<file path="src/rtl/ctx_prob_pkg.sv">
package ctx_prob_pkg;

   localparam int PKG_QE_W    = 16;
   localparam int PKG_IDX_W   = 6;
   localparam int PKG_NUM_IDX = 47;
   localparam int PKG_LZC_W   = 5;

   typedef struct packed {
      logic [PKG_QE_W-1:0]  qe;
      logic [PKG_IDX_W-1:0] nmps;
      logic [PKG_IDX_W-1:0] nlps;
      logic                 sw;
   } prob_row_t;

   function automatic prob_row_t mk_row(input logic [15:0] q, input int m, input int l, input bit s);
      prob_row_t r;
      r.qe   = q;
      r.nmps = PKG_IDX_W'(m);
      r.nlps = PKG_IDX_W'(l);
      r.sw   = s;
      return r;
   endfunction

   // Fixed estimation table; rows outside the table read as zero.
   function automatic prob_row_t row_of(input int k);
      case (k)
         0:  return mk_row(16'h5601,  1,  1, 1'b1);
         1:  return mk_row(16'h3401,  2,  6, 1'b0);
         2:  return mk_row(16'h1801,  3,  9, 1'b0);
         3:  return mk_row(16'h0AC1,  4, 12, 1'b0);
         4:  return mk_row(16'h0521,  5, 29, 1'b0);
         5:  return mk_row(16'h0221, 38, 33, 1'b0);
         6:  return mk_row(16'h5601,  7,  6, 1'b1);
         7:  return mk_row(16'h5401,  8, 14, 1'b0);
         8:  return mk_row(16'h4801,  9, 14, 1'b0);
         9:  return mk_row(16'h3801, 10, 14, 1'b0);
         10: return mk_row(16'h3001, 11, 17, 1'b0);
         11: return mk_row(16'h2401, 12, 18, 1'b0);
         12: return mk_row(16'h1C01, 13, 20, 1'b0);
         13: return mk_row(16'h1601, 29, 21, 1'b0);
         14: return mk_row(16'h5601, 15, 14, 1'b1);
         15: return mk_row(16'h5401, 16, 14, 1'b0);
         16: return mk_row(16'h5101, 17, 15, 1'b0);
         17: return mk_row(16'h4801, 18, 16, 1'b0);
         18: return mk_row(16'h3801, 19, 17, 1'b0);
         19: return mk_row(16'h3401, 20, 18, 1'b0);
         20: return mk_row(16'h3001, 21, 19, 1'b0);
         21: return mk_row(16'h2801, 22, 19, 1'b0);
         22: return mk_row(16'h2401, 23, 20, 1'b0);
         23: return mk_row(16'h2201, 24, 21, 1'b0);
         24: return mk_row(16'h1C01, 25, 22, 1'b0);
         25: return mk_row(16'h1801, 26, 23, 1'b0);
         26: return mk_row(16'h1601, 27, 24, 1'b0);
         27: return mk_row(16'h1401, 28, 25, 1'b0);
         28: return mk_row(16'h1201, 29, 26, 1'b0);
         29: return mk_row(16'h1101, 30, 27, 1'b0);
         30: return mk_row(16'h0AC1, 31, 28, 1'b0);
         31: return mk_row(16'h09C1, 32, 29, 1'b0);
         32: return mk_row(16'h08A1, 33, 30, 1'b0);
         33: return mk_row(16'h0521, 34, 31, 1'b0);
         34: return mk_row(16'h0441, 35, 32, 1'b0);
         35: return mk_row(16'h02A1, 36, 33, 1'b0);
         36: return mk_row(16'h0221, 37, 34, 1'b0);
         37: return mk_row(16'h0141, 38, 35, 1'b0);
         38: return mk_row(16'h0111, 39, 36, 1'b0);
         39: return mk_row(16'h0085, 40, 37, 1'b0);
         40: return mk_row(16'h0049, 41, 38, 1'b0);
         41: return mk_row(16'h0025, 42, 39, 1'b0);
         42: return mk_row(16'h0015, 43, 40, 1'b0);
         43: return mk_row(16'h0009, 44, 41, 1'b0);
         44: return mk_row(16'h0005, 45, 42, 1'b0);
         45: return mk_row(16'h0001, 45, 43, 1'b0);
         46: return mk_row(16'h5601, 46, 46, 1'b0);
         default: return '0;
      endcase
   endfunction

   // Leading zero count of a probability word (full width when zero).
   function automatic logic [PKG_LZC_W-1:0] lzc_of(input logic [PKG_QE_W-1:0] v);
      int  n;
      bit  hit;
      n   = 0;
      hit = 1'b0;
      for (int b = PKG_QE_W - 1; b >= 0; b--) begin
         if (!hit) begin
            if (v[b]) hit = 1'b1;
            else      n   = n + 1;
         end
      end
      return PKG_LZC_W'(n);
   endfunction

endpackage

</file>
<file path="src/rtl/prob_table_rom.sv">
module prob_table_rom
   import ctx_prob_pkg::*;
#(
   parameter int IDX_W   = 6,
   parameter int QE_W    = 16,
   parameter int LZC_W   = 5,
   parameter int NUM_IDX = 47,
   parameter bit PRECOMP = 1'b1
)(
   input  logic [IDX_W-1:0] idx,
   output logic [QE_W-1:0]  qe_o,
   output logic [IDX_W-1:0] nmps_o,
   output logic [IDX_W-1:0] nlps_o,
   output logic             sw_o,
   output logic [LZC_W-1:0] lzc_o,
   output logic [QE_W-1:0]  norm_o
);

   generate
      if (PRECOMP) begin : g_tab
         // Derived columns are filled at elaboration; the read is a plain mux.
         logic [QE_W-1:0]  qe_tab   [NUM_IDX];
         logic [IDX_W-1:0] nmps_tab [NUM_IDX];
         logic [IDX_W-1:0] nlps_tab [NUM_IDX];
         logic             sw_tab   [NUM_IDX];
         logic [LZC_W-1:0] lzc_tab  [NUM_IDX];
         logic [QE_W-1:0]  norm_tab [NUM_IDX];

         for (genvar k = 0; k < NUM_IDX; k++) begin : g_ent
            localparam prob_row_t ROW = row_of(k);
            localparam logic [LZC_W-1:0] LZ = LZC_W'(lzc_of(ROW.qe));
            assign qe_tab[k]   = ROW.qe;
            assign nmps_tab[k] = ROW.nmps;
            assign nlps_tab[k] = ROW.nlps;
            assign sw_tab[k]   = ROW.sw;
            assign lzc_tab[k]  = LZ;
            assign norm_tab[k] = ROW.qe << LZ;
         end

         always_comb begin
            qe_o   = '0;
            nmps_o = '0;
            nlps_o = '0;
            sw_o   = 1'b0;
            lzc_o  = LZC_W'(QE_W);
            norm_o = '0;
            if (int'(idx) < NUM_IDX) begin
               qe_o   = qe_tab[idx];
               nmps_o = nmps_tab[idx];
               nlps_o = nlps_tab[idx];
               sw_o   = sw_tab[idx];
               lzc_o  = lzc_tab[idx];
               norm_o = norm_tab[idx];
            end
         end
      end else begin : g_calc
         // Derived columns come from a priority encoder behind the table read.
         always_comb begin
            prob_row_t        r;
            logic [LZC_W-1:0] lz;
            logic             hit;
            r   = row_of(int'(idx));
            lz  = '0;
            hit = 1'b0;
            for (int b = QE_W - 1; b >= 0; b--) begin
               if (!hit) begin
                  if (r.qe[b]) hit = 1'b1;
                  else         lz  = lz + LZC_W'(1);
               end
            end
            qe_o   = r.qe;
            nmps_o = r.nmps;
            nlps_o = r.nlps;
            sw_o   = r.sw;
            lzc_o  = lz;
            norm_o = r.qe << lz;
         end
      end
   endgenerate

   always_comb begin
      if (qe_o != '0) begin
         a_r4_norm_top_set: assert (norm_o[QE_W-1])
            else $error("R4: normalised probability lacks its top bit");
         a_r3_lzc_marks_msb: assert ((qe_o >> (QE_W - 1 - int'(lzc_o))) == QE_W'(1))
            else $error("R3: leading zero count does not locate the top set bit");
      end
   end

endmodule

</file>
<file path="src/rtl/ctx_next_state.sv">
module ctx_next_state #(
   parameter int IDX_W = 6
)(
   input  logic             cur_mps,
   input  logic [IDX_W-1:0] cur_idx,
   input  logic [IDX_W-1:0] tbl_nmps,
   input  logic [IDX_W-1:0] tbl_nlps,
   input  logic             tbl_sw,
   input  logic             dec,
   input  logic             renorm,
   output logic             nxt_mps,
   output logic [IDX_W-1:0] nxt_idx,
   output logic             nxt_we
);

   logic is_lps;
   assign is_lps = dec ^ cur_mps;

   always_comb begin
      nxt_mps = cur_mps;
      nxt_idx = cur_idx;
      nxt_we  = 1'b0;
      if (is_lps) begin
         nxt_idx = tbl_nlps;
         nxt_mps = cur_mps ^ tbl_sw;
         nxt_we  = 1'b1;
      end else if (renorm) begin
         nxt_idx = tbl_nmps;
         nxt_we  = 1'b1;
      end
   end

endmodule

</file>
<file path="src/rtl/ctx_state_file.sv">
module ctx_state_file #(
   parameter int NUM_CTX = 19,
   parameter int IDX_W   = 6,
   parameter int CTX_W   = 5
)(
   input  logic             clk,
   input  logic             rst,
   input  logic             upd_en,
   input  logic [CTX_W-1:0] upd_ctx,
   input  logic             upd_we,
   input  logic             nxt_mps,
   input  logic [IDX_W-1:0] nxt_idx,
   input  logic [CTX_W-1:0] rd_ctx,
   output logic             cur_mps,
   output logic [IDX_W-1:0] cur_idx,
   output logic             rd_mps,
   output logic [IDX_W-1:0] rd_idx
);

   logic [NUM_CTX-1:0]            mps_q;
   logic [NUM_CTX-1:0][IDX_W-1:0] idx_q;
   logic                          upd_ok;
   logic                          wr;

   assign upd_ok = int'(upd_ctx) < NUM_CTX;
   assign wr     = upd_en & upd_ok & upd_we & ~rst;

   always_ff @(posedge clk) begin
      if (rst) begin
         mps_q <= '0;
         idx_q <= '0;
      end else begin
         for (int c = 0; c < NUM_CTX; c++) begin
            if (wr && upd_ctx == CTX_W'(c)) begin
               mps_q[c] <= nxt_mps;
               idx_q[c] <= nxt_idx;
            end
         end
      end
   end

   always_comb begin
      cur_mps = 1'b0;
      cur_idx = '0;
      rd_mps  = 1'b0;
      rd_idx  = '0;
      for (int c = 0; c < NUM_CTX; c++) begin
         if (upd_ctx == CTX_W'(c)) begin
            cur_mps = mps_q[c];
            cur_idx = idx_q[c];
         end
         if (rd_ctx == CTX_W'(c)) begin
            rd_mps = mps_q[c];
            rd_idx = idx_q[c];
         end
      end
      // Same-cycle forwarding of the value being written.
      if (wr && rd_ctx == upd_ctx) begin
         rd_mps = nxt_mps;
         rd_idx = nxt_idx;
      end
   end

   a_r1_reset_clears: assert property (@(posedge clk)
      rst |=> (mps_q == '0 && idx_q == '0))
      else $error("R1: state not cleared by reset");

   a_r7_hold_keeps_state: assert property (@(posedge clk) disable iff (rst)
      (upd_en && !upd_we) |=> ($stable(mps_q) && $stable(idx_q)))
      else $error("R7: non-renormalising MPS changed state");

   a_r10_oob_ignored: assert property (@(posedge clk) disable iff (rst)
      (upd_en && int'(upd_ctx) >= NUM_CTX) |=> ($stable(mps_q) && $stable(idx_q)))
      else $error("R10: out-of-range update changed state");

   for (genvar g = 0; g < NUM_CTX; g++) begin : g_chk
      a_r8_others_kept: assert property (@(posedge clk) disable iff (rst)
         (!upd_en || upd_ctx != CTX_W'(g)) |=> ($stable(mps_q[g]) && $stable(idx_q[g])))
         else $error("R8: context changed without being addressed");
   end

endmodule

</file>
<file path="src/rtl/ctx_prob_state.sv">
module ctx_prob_state
   import ctx_prob_pkg::*;
#(
   parameter int NUM_CTX = 19,
   parameter int IDX_W   = 6,
   parameter int QE_W    = 16,
   parameter bit PRECOMP = 1'b1,
   localparam int CTX_W  = (NUM_CTX > 1) ? $clog2(NUM_CTX) : 1,
   localparam int LZC_W  = $clog2(QE_W + 1)
)(
   input  logic             clk,
   input  logic             rst,
   input  logic             upd_en,
   input  logic [CTX_W-1:0] upd_ctx,
   input  logic             upd_dec,
   input  logic             upd_renorm,
   input  logic [CTX_W-1:0] rd_ctx,
   output logic             rd_mps,
   output logic [IDX_W-1:0] rd_idx,
   output logic [QE_W-1:0]  rd_qe,
   output logic [IDX_W-1:0] rd_nmps,
   output logic [IDX_W-1:0] rd_nlps,
   output logic             rd_switch,
   output logic [LZC_W-1:0] rd_lzc,
   output logic [QE_W-1:0]  rd_qe_norm
);

   initial begin
      a_cfg_widths: assert (QE_W == PKG_QE_W && IDX_W == PKG_IDX_W && LZC_W == PKG_LZC_W)
         else $fatal(1, "table widths do not match the package");
      a_cfg_ctx: assert (NUM_CTX >= 1 && NUM_CTX <= (1 << CTX_W))
         else $fatal(1, "context count out of range");
   end

   logic             cur_mps;
   logic [IDX_W-1:0] cur_idx;
   logic [IDX_W-1:0] b_nmps;
   logic [IDX_W-1:0] b_nlps;
   logic             b_sw;
   logic [QE_W-1:0]  b_qe_unused;
   logic [LZC_W-1:0] b_lzc_unused;
   logic [QE_W-1:0]  b_norm_unused;
   logic             nxt_mps;
   logic [IDX_W-1:0] nxt_idx;
   logic             nxt_we;

   ctx_state_file #(
      .NUM_CTX (NUM_CTX),
      .IDX_W   (IDX_W),
      .CTX_W   (CTX_W)
   ) u_state (
      .clk     (clk),
      .rst     (rst),
      .upd_en  (upd_en),
      .upd_ctx (upd_ctx),
      .upd_we  (nxt_we),
      .nxt_mps (nxt_mps),
      .nxt_idx (nxt_idx),
      .rd_ctx  (rd_ctx),
      .cur_mps (cur_mps),
      .cur_idx (cur_idx),
      .rd_mps  (rd_mps),
      .rd_idx  (rd_idx)
   );

   prob_table_rom #(
      .IDX_W   (IDX_W),
      .QE_W    (QE_W),
      .LZC_W   (LZC_W),
      .NUM_IDX (PKG_NUM_IDX),
      .PRECOMP (PRECOMP)
   ) u_rom_upd (
      .idx    (cur_idx),
      .qe_o   (b_qe_unused),
      .nmps_o (b_nmps),
      .nlps_o (b_nlps),
      .sw_o   (b_sw),
      .lzc_o  (b_lzc_unused),
      .norm_o (b_norm_unused)
   );

   ctx_next_state #(
      .IDX_W (IDX_W)
   ) u_next (
      .cur_mps  (cur_mps),
      .cur_idx  (cur_idx),
      .tbl_nmps (b_nmps),
      .tbl_nlps (b_nlps),
      .tbl_sw   (b_sw),
      .dec      (upd_dec),
      .renorm   (upd_renorm),
      .nxt_mps  (nxt_mps),
      .nxt_idx  (nxt_idx),
      .nxt_we   (nxt_we)
   );

   prob_table_rom #(
      .IDX_W   (IDX_W),
      .QE_W    (QE_W),
      .LZC_W   (LZC_W),
      .NUM_IDX (PKG_NUM_IDX),
      .PRECOMP (PRECOMP)
   ) u_rom_rd (
      .idx    (rd_idx),
      .qe_o   (rd_qe),
      .nmps_o (rd_nmps),
      .nlps_o (rd_nlps),
      .sw_o   (rd_switch),
      .lzc_o  (rd_lzc),
      .norm_o (rd_qe_norm)
   );

   a_r9_forward_same_ctx: assert property (@(posedge clk) disable iff (rst)
      (upd_en && int'(upd_ctx) < NUM_CTX && rd_ctx == upd_ctx) |=> (int'(rd_ctx) >= NUM_CTX || !$stable(rd_ctx) || upd_en || (rd_mps == $past(rd_mps) && rd_idx == $past(rd_idx))))
      else $error("R9: forwarded state differs from the stored state");

endmodule

</file>
<file path="config.mk">
export PLATFORM = sky130hd
export DESIGN_NAME = ctx_prob_state
export DESIGN_NICKNAME = d
export VERILOG_FILES = /design/src/rtl/ctx_prob_pkg.sv /design/src/rtl/prob_table_rom.sv /design/src/rtl/ctx_next_state.sv /design/src/rtl/ctx_state_file.sv /design/src/rtl/ctx_prob_state.sv
export SDC_FILE = /design/constraint.sdc
export NUM_CORES = 1
export LEC_CHECK = 0
export ABC_AREA = 1
export BUFFER_PORTS_ARGS = -buffer_cell sky130_fd_sc_hd__buf_2
export CAP_MARGIN = 20
export CORE_UTILIZATION = 35
export DETAILED_ROUTE_END_ITERATION = 8
export PLACE_DENSITY = 0.56
export SLEW_MARGIN = 20
export SYNTH_ARGS = -nofsm -noshare
export SYNTH_HDL_FRONTEND = slang
export SYNTH_SLANG_ARGS = --single-unit
</file>
<file path="constraint.sdc">
create_clock -name clk -period 10.62 [get_ports clk]
set_clock_uncertainty 0.15 [all_clocks]
set_input_delay 0.531 -clock clk [delete_from_list [all_inputs] [get_ports clk]]
set_output_delay 0.531 -clock clk [all_outputs]
set_load 0.01 [all_outputs]
</file>
# [Word level (Yosys, flattened, before mapping)]
# Memories as Yosys holds them, arrays and structs flattened.
# Index checks and enable logic that the tools add are counted.
[totals] regBits=133 latchBits=0 ramBits=0 romBits=4032 inputBits=15 output_inout_bits=57 elab_cells=229 memories=9
[mem_list] memory="(name not given)" words=64 word_bits=16 read_ports=1 rd_ports_with_merged_regs=0 write_ports=0 line="prob_table_rom.sv:48" source="qe_o = qe_tab[idx];"
[mem_list] memory="(name not given)" words=64 word_bits=16 read_ports=1 rd_ports_with_merged_regs=0 write_ports=0 line="prob_table_rom.sv:53" source="norm_o = norm_tab[idx];"
[mem_list] memory="(name not given)" words=64 word_bits=6 read_ports=1 rd_ports_with_merged_regs=0 write_ports=0 line="prob_table_rom.sv:50" source="nlps_o = nlps_tab[idx];"
[mem_list] memory="(name not given)" words=64 word_bits=6 read_ports=1 rd_ports_with_merged_regs=0 write_ports=0 line="prob_table_rom.sv:49" source="nmps_o = nmps_tab[idx];"
[mem_list] memory="(name not given)" words=64 word_bits=6 read_ports=1 rd_ports_with_merged_regs=0 write_ports=0 line="prob_table_rom.sv:50"
[mem_list] memory="(name not given)" words=64 word_bits=6 read_ports=1 rd_ports_with_merged_regs=0 write_ports=0 line="prob_table_rom.sv:49"
[mem_list] memory="+3 memories"
[classes] n_addsub=0 mul=0 div=0 magnitude_cmp=5 n_eq_ne=37 shifts=0 n_mux=110 n_bitwise=8 reduce_logical=22
[op_table] cell="two-way mux 6 bit" count=53
[op_table] cell="two-way mux 16 bit" count=6
[op_table] cell="== test 5 x 4 -> 1 bit (second input constant)" count=16
[op_table] cell="two-way mux 1 bit" count=48
[op_table] cell="== test 5 x 3 -> 1 bit (second input constant)" count=8
[op_table] cell="== test 5 bit (second input constant)" count=6
[op_table] cell="== test 5 x 2 -> 1 bit (second input constant)" count=4
[op_table] cell="logical AND 1 bit" count=20
[op_table] cell="two-way mux 5 bit" count=3
[op_table] cell="greater-or-equal comparator 7 bit (second input constant)" count=2
[op_table] cell="NOT 6 -> 7 bit" count=2
[op_table] cell="less-than comparator 6 bit (second input constant)" count=2
[op_table] cell="== test 5 x 1 -> 1 bit (second input constant)" count=2
[op_table] cell="zero test 5 bit" count=2
[op_table] cell="== test 5 bit" count=1
[op_table] cell="less-than comparator 5 bit (second input constant)" count=1
[op_table] cell="AND 1 bit" count=3
[op_table] cell="bitwise XOR 1 bit" count=2
[op_table] cell="NOT 1 bit" count=1

# [Longest topological paths before layout]
[logic_depth] depth_word=33 ltp_mapped=37 ltp_nobuf=37

# [Cells and area by module]
# From an unflattened synthesis, not the netlist that was laid out.
[unflattened] cells_unflattened=1918 area_unflattened_um2=11225.8
[by_module_without_submodules] mod="ctx_state_file" instances=1 cells_each=1209 area_per_inst_um2=7447.1
[by_module_without_submodules] mod="prob_table_rom" instances=2 cells_each=332 area_per_inst_um2=1794.2
[by_module_without_submodules] mod="ctx_next_state" instances=1 cells_each=45 area_per_inst_um2=190.2

# [Worst setup path before layout]
# OpenSTA, ideal clock, no wires.
[synth_timing] kind="in2out" start="input upd_ctx[4]" end="output rd_qe_norm[1]" arrival_time_ns=4.525 required_time_ns=9.939 setup_slack_ns=5.414 cell_stages=36 n_path_buf=3 cell_sequence="buf_4 > inv_2 > nand2_1 > nor2_2 > inv_1 > nor2_1 > nor2_1 > nand4_1 > nand2_1 > nand4_1 > nor2_1 > nand4_1 > nand2_1 > nand2_1 > nand2_1 > inv_1 > ha_1 > nand2_1 > o21ai_2 > nand2_1 > nand2_1 > nor2_1 > nand2_1 > nand4_1 > nand2_1 > inv_1 > ha_1 > inv_1 > nor2_2 > nand2_4 > nand2_4 > nand2_4 > inv_2 > buf_6 > nor2_1 > buf_4"
[synth_via] elab_chain_cells=33 word_cells_on_any_way=84 classes_between="order compare: 3; eq/ne: 19; mux: 51; bitwise: 6; reduce/logical: 2; memory: 3"
[synth_rtl] item="start, declared" line="ctx_prob_state.sv:14" source="input logic [CTX_W-1:0] upd_ctx,"
[synth_rtl] item="zero test 5 bit" line="ctx_state_file.sv:48" source="if (upd_ctx == CTX_W'(c)) begin"
[synth_rtl] item="two-way mux 6 bit (19 in series)" line="ctx_state_file.sv:48"
[synth_rtl] item="NOT 6 -> 7 bit"
[synth_rtl] item="memory (64 x 6 bit)"
[synth_rtl] item="two-way mux 6 bit (not written as such) (2 in series)" line="prob_table_rom.sv:49"
[synth_rtl] item="two-way mux 6 bit" line="prob_table_rom.sv:47" source="if (int'(idx) < NUM_IDX) begin"
[synth_rtl] item="two-way mux 6 bit" line="ctx_next_state.sv:27" source="end else if (renorm) begin"
[synth_rtl] item="two-way mux 6 bit" line="ctx_next_state.sv:23" source="if (is_lps) begin"
[synth_rtl] item="two-way mux 6 bit *" line="ctx_state_file.sv:58" source="if (wr && rd_ctx == upd_ctx) begin"
[synth_rtl] item="named net rd_idx[1]" line="ctx_prob_state.sv:19" source="output logic [IDX_W-1:0] rd_idx,"
[synth_rtl] item="NOT 6 -> 7 bit (not written as such)" line="prob_table_rom.sv:53"
[synth_rtl] item="memory (64 x 16 bit)"
[synth_rtl] item="two-way mux 16 bit (not written as such) (2 in series)" line="prob_table_rom.sv:53"
[synth_rtl] item="two-way mux 16 bit *" line="prob_table_rom.sv:47"
[synth_rtl] item="end, declared" line="ctx_prob_state.sv:25" source="output logic [QE_W-1:0] rd_qe_norm"
# Mark *: on every way through the listed nets, which the timed path passes. The rest lies on a longest branch. The select of a mux whose other input is x is not followed.

# [Worst setup path in the final report]
[layout_timing] start="input upd_ctx[1]" end="output rd_nmps[0]"
[layout_via] elab_chain_cells=33 word_cells_on_any_way=84 classes_between="order compare: 3; eq/ne: 19; mux: 51; bitwise: 6; reduce/logical: 2; memory: 3"
[layout_rtl] item="zero test 5 bit" line="ctx_state_file.sv:48"
[layout_rtl] item="two-way mux 6 bit (19 in series)" line="ctx_state_file.sv:48"
[layout_rtl] item="NOT 6 -> 7 bit"
[layout_rtl] item="memory (64 x 6 bit)"
[layout_rtl] item="two-way mux 6 bit (not written as such) (2 in series)" line="prob_table_rom.sv:49"
[layout_rtl] item="two-way mux 6 bit" line="prob_table_rom.sv:47"
[layout_rtl] item="two-way mux 6 bit" line="ctx_next_state.sv:27"
[layout_rtl] item="two-way mux 6 bit" line="ctx_next_state.sv:23"
[layout_rtl] item="two-way mux 6 bit *" line="ctx_state_file.sv:58"
[layout_rtl] item="NOT 6 -> 7 bit (not written as such)" line="prob_table_rom.sv:49"
[layout_rtl] item="memory (64 x 6 bit)"
[layout_rtl] item="two-way mux 6 bit (not written as such) (2 in series)" line="prob_table_rom.sv:49"
[layout_rtl] item="two-way mux 6 bit *" line="prob_table_rom.sv:47"
[layout_rtl] item="end, declared" line="ctx_prob_state.sv:21" source="output logic [IDX_W-1:0] rd_nmps,"
# Every way passes the cells marked *; elsewhere a longest branch is shown, timed or not. The select of a mux whose other input is x is not followed.

==> impl_metrics.toml <==
[outcome]
status = "complete, no violations"

[place]
placedCellCount = 2092
portBuffers = 68
dpl.hpwl_um = 27900
routabilityCongestion = 0.927

[critical_path]
cpPeakStageDelay_ns = 0.38
worstSetupEndpointType = "output port"
arrival_ns = 5.96
cpMaxStageDelayCell = "nand2_1"
regToRegEndpoint = "u_state.idx_q[85]$_SDFFE_PP0P_"
r2r_setup_slack_ns = 6.20
critPathMostFrequentCell = "nand2_1"
path_class = "in -> out"
crit_fanout = 16
cp.required_ns = 9.94
reg2regPathDepth = 24
r2r-start = "u_state.idx_q[13]$_SDFFE_PP0P_"
crit_path_start_kind = "primary input"

[timing]
tightestPinTransition_ns = 1.03
drv_slew = 0
period_share_pct = 62.6
fmax_ghz = 0.151
relSlewSlack_pct = 31.0
tns_ns = 0
setup_viol_count_final = 0
rsz0062_at_grt = "no"
hold_viol_final = 0
post-route-min-period_ns = 6.64

[run]
maxCapViolations = 0

[global_routing]
antenna_found_initial = 0
grt_pass1_wl_um = 59000
grt_usage_pct = 26.1
grt_max_degree = 75
grt_pass1_vias = 10600
grt-ovfl-total = 0

[yosys]
synthSimpleGateAreaFrac_pct = 33.6
synth_xor_area_share_pct = 0.0871
synth_compound_area_share_pct = 22.2
synth_warnings = 0
synth_top_area_share_pct = 26.5
ys_top_cells_by_area = "dfxtp_1 (26%), nand2_1 (15%), inv_1 (11%)"
netlist_area_mm2 = 0.0101
synthAdderAreaFrac_pct = 3.11
synth_area_per_cell_um2 = 5.95
yosysSeqAreaShare_pct = 26.5
synth_cell_type_count = 53
synth_top_area_cell = "dfxtp_1"
synthMuxAreaShare_pct = 0
synth_seq_cells = 133
netlist_instances = 1692
synth_top_family_by_area = "simple AND/OR/NAND/NOR gates"

[floorplanning]
dieArea_mm2 = 0.0294
rows = 61
die_width_um = 172
die_h_um = 172
initial_core_util_pct = 35.9
pin_count = 72
coreArea_mm2 = 0.0280

[worst_hold_path]
worstHoldStart = "u_state.idx_q[67]$_SDFFE_PP0P_"
hold_path_class = "reg -> reg"
whs_endpoint = "u_state.idx_q[67]$_SDFFE_PP0P_"
hold_path_depth = 2

[route]
drc = 0
dr_total_vias = 11300
firstDrtPassIters = 5
wl_per_cell_um = 17.7
viasPerCell = 5.30
drt_iter0_drc = 1164
ant_nets = 0
drt-total-wl_um = 37700

[power]
power_mw = 1.34
p_leak_nw = 5.42
peakVddDrop_uv = 121
power_density_mw_per_mm2 = 119

[layout]
area_delta_synth_final_pct = 11.8
n_fill_cell = 3175
drive_gt1_share_pct = 10.3
final_cells = 2124
antennaDiodeCount = 0
nets = 1773

[clock_network]
postCtsSetupRepairBufs = 0
root_buffer = "clkbuf_16"
clock_path_buffers = 2
insertion_delay_ns = 0.43
cts_buffers = 17
htree_levels = 4
cts_sinks = 133
cts_resized = 0
cts_tree = "done"
clk_pin_slew_ns = 0.06
ctsHoldBuffers = 0
==> logic make-up after synthesis <==
kind of cell,count (synthesis)
flops,133
compound gates,404
simple gates,763
other cells,1
buf+inv,365
fa+ha+maj,25
xor+xnor,1
==> routing by layer <==
layer / up-vias / share of wire, % / track usage [%]
met5: - / 0 / 0
met1: 5192 / 44 / 33.1
li1: 5532 / - / -
met3: 103 / 5.4 / 3.22
met2: 430 / 46 / 44.0
met4: 0 / 4.1 / 12.0
==> cell usage after synthesis, drive strengths merged <==
| cell | n |
|---|---|
| a2111oi | 1 |
| a211oi | 7 |
| a21boi | 1 |
| a21o | 1 |
| a21oi | 137 |
| a221oi | 1 |
| a22oi | 1 |
| a31oi | 2 |
| and3 | 1 |
| buf | 31 |
| clkbuf | 21 |
| clkinv | 4 |
| conb | 1 |
| dfxtp | 133 |
| ha | 25 |
| inv | 309 |
| nand2 | 414 |
| nand3 | 101 |
| nand3b | 2 |
| nand4 | 45 |
| nor2 | 171 |
| nor3 | 16 |
| nor3b | 2 |
| nor4 | 4 |
| o2111ai | 9 |
| o211ai | 10 |
| o21a | 20 |
| o21ai | 191 |
| o21bai | 12 |
| o22ai | 8 |
| o31ai | 2 |
| o32ai | 1 |
| or2 | 7 |
| xnor2 | 1 |
==> power by group <==
part           internal, mW  leakage, nW  switching (mW)
Sequential            0.501         1.07         0.00148
Clock                 0.360        0.283           0.244
Combinational        0.0577         4.07           0.173
Total                 0.919         5.42           0.419
==> cell usage in the layout (no fill, tap or decap), types with 4 or more instances in the layout <==
cell type,count
inv_1,288
nor2_2,12
nand3_2,6
o21ai_0,181
buf_2,68
nor3_1,13
clkinv_1,4
ha_1,25
nand2_4,7
nand3_1,95
nand4_1,44
buf_4,4
dfxtp_1,133
clkbuf_16,17
a211oi_1,5
nor2_1,152
o2111ai_1,9
o22ai_1,8
a21oi_1,135
nor2_4,6
o21a_1,20
clkinvlp_4,4
inv_2,20
o21bai_1,12
o21ai_1,9
nor4_1,4
nand2_1,398
nand2_2,9
o211ai_1,10
==> flip-flops by register name (all words and copies together) (netlist names) <==
register	count
u_state.idx_q	114
u_state.mps_q	19
==> metrics by stage <==
step	worst slack (ns)	hold WS, ns	util (%)	instance area (um^2)
floorplan	5.41	0.335	-	10100
global placement	4.20	0.359	38.0	10600
detailed placement	4.11	0.360	38.0	10600
CTS	4.10	0.380	40.1	11200
global route	3.46	0.417	40.1	11200
finish	3.98	0.382	40.1	11200
==> worst max path at each step <==
| stage | start | endpoint | cells past startpoint |
|---|---|---|---|
| 6_report | upd_ctx[1] | rd_nmps[0] | 35 |
| 3_3_place_gp | upd_ctx[1] | rd_lzc[1] | 34 |
| 4_1_cts | upd_ctx[1] | rd_nmps[0] | 35 |
| 3_5_place_dp | upd_ctx[1] | rd_nmps[0] | 35 |
| 5_1_grt | upd_ctx[1] | rd_nmps[0] | 35 |
| 2_1_floorplan | upd_ctx[4] | rd_qe_norm[1] | 36 |
==> worst max-delay path: cells and delay by family <==
| family | cells | cell delay, ns |
|---|---|---|
| AND/OR/NAND/NOR | 25 | 3.35 |
| buffers and inverters | 7 | 1.30 |
| adder cells (fa/ha/maj) | 2 | 0.53 |
| AO/OA/AOI/OAI | 1 | 0.20 |
==> final cells by class <==
class | instances | area [um^2] | share of cell area, %
clock buffer | 19 | 453 | 4.03
timing repair buffer | 72 | 370 | 3.29
sequential | 133 | 2660 | 23.7
inverter | 313 | 1180 | 10.5
clock inverter | 13 | 148 | 1.31
tap | 378 | 473 | 4.21
multi-input combinational | 1196 | 5960 | 53.0
No activity file was read; power rests on OpenSTA's default activity.
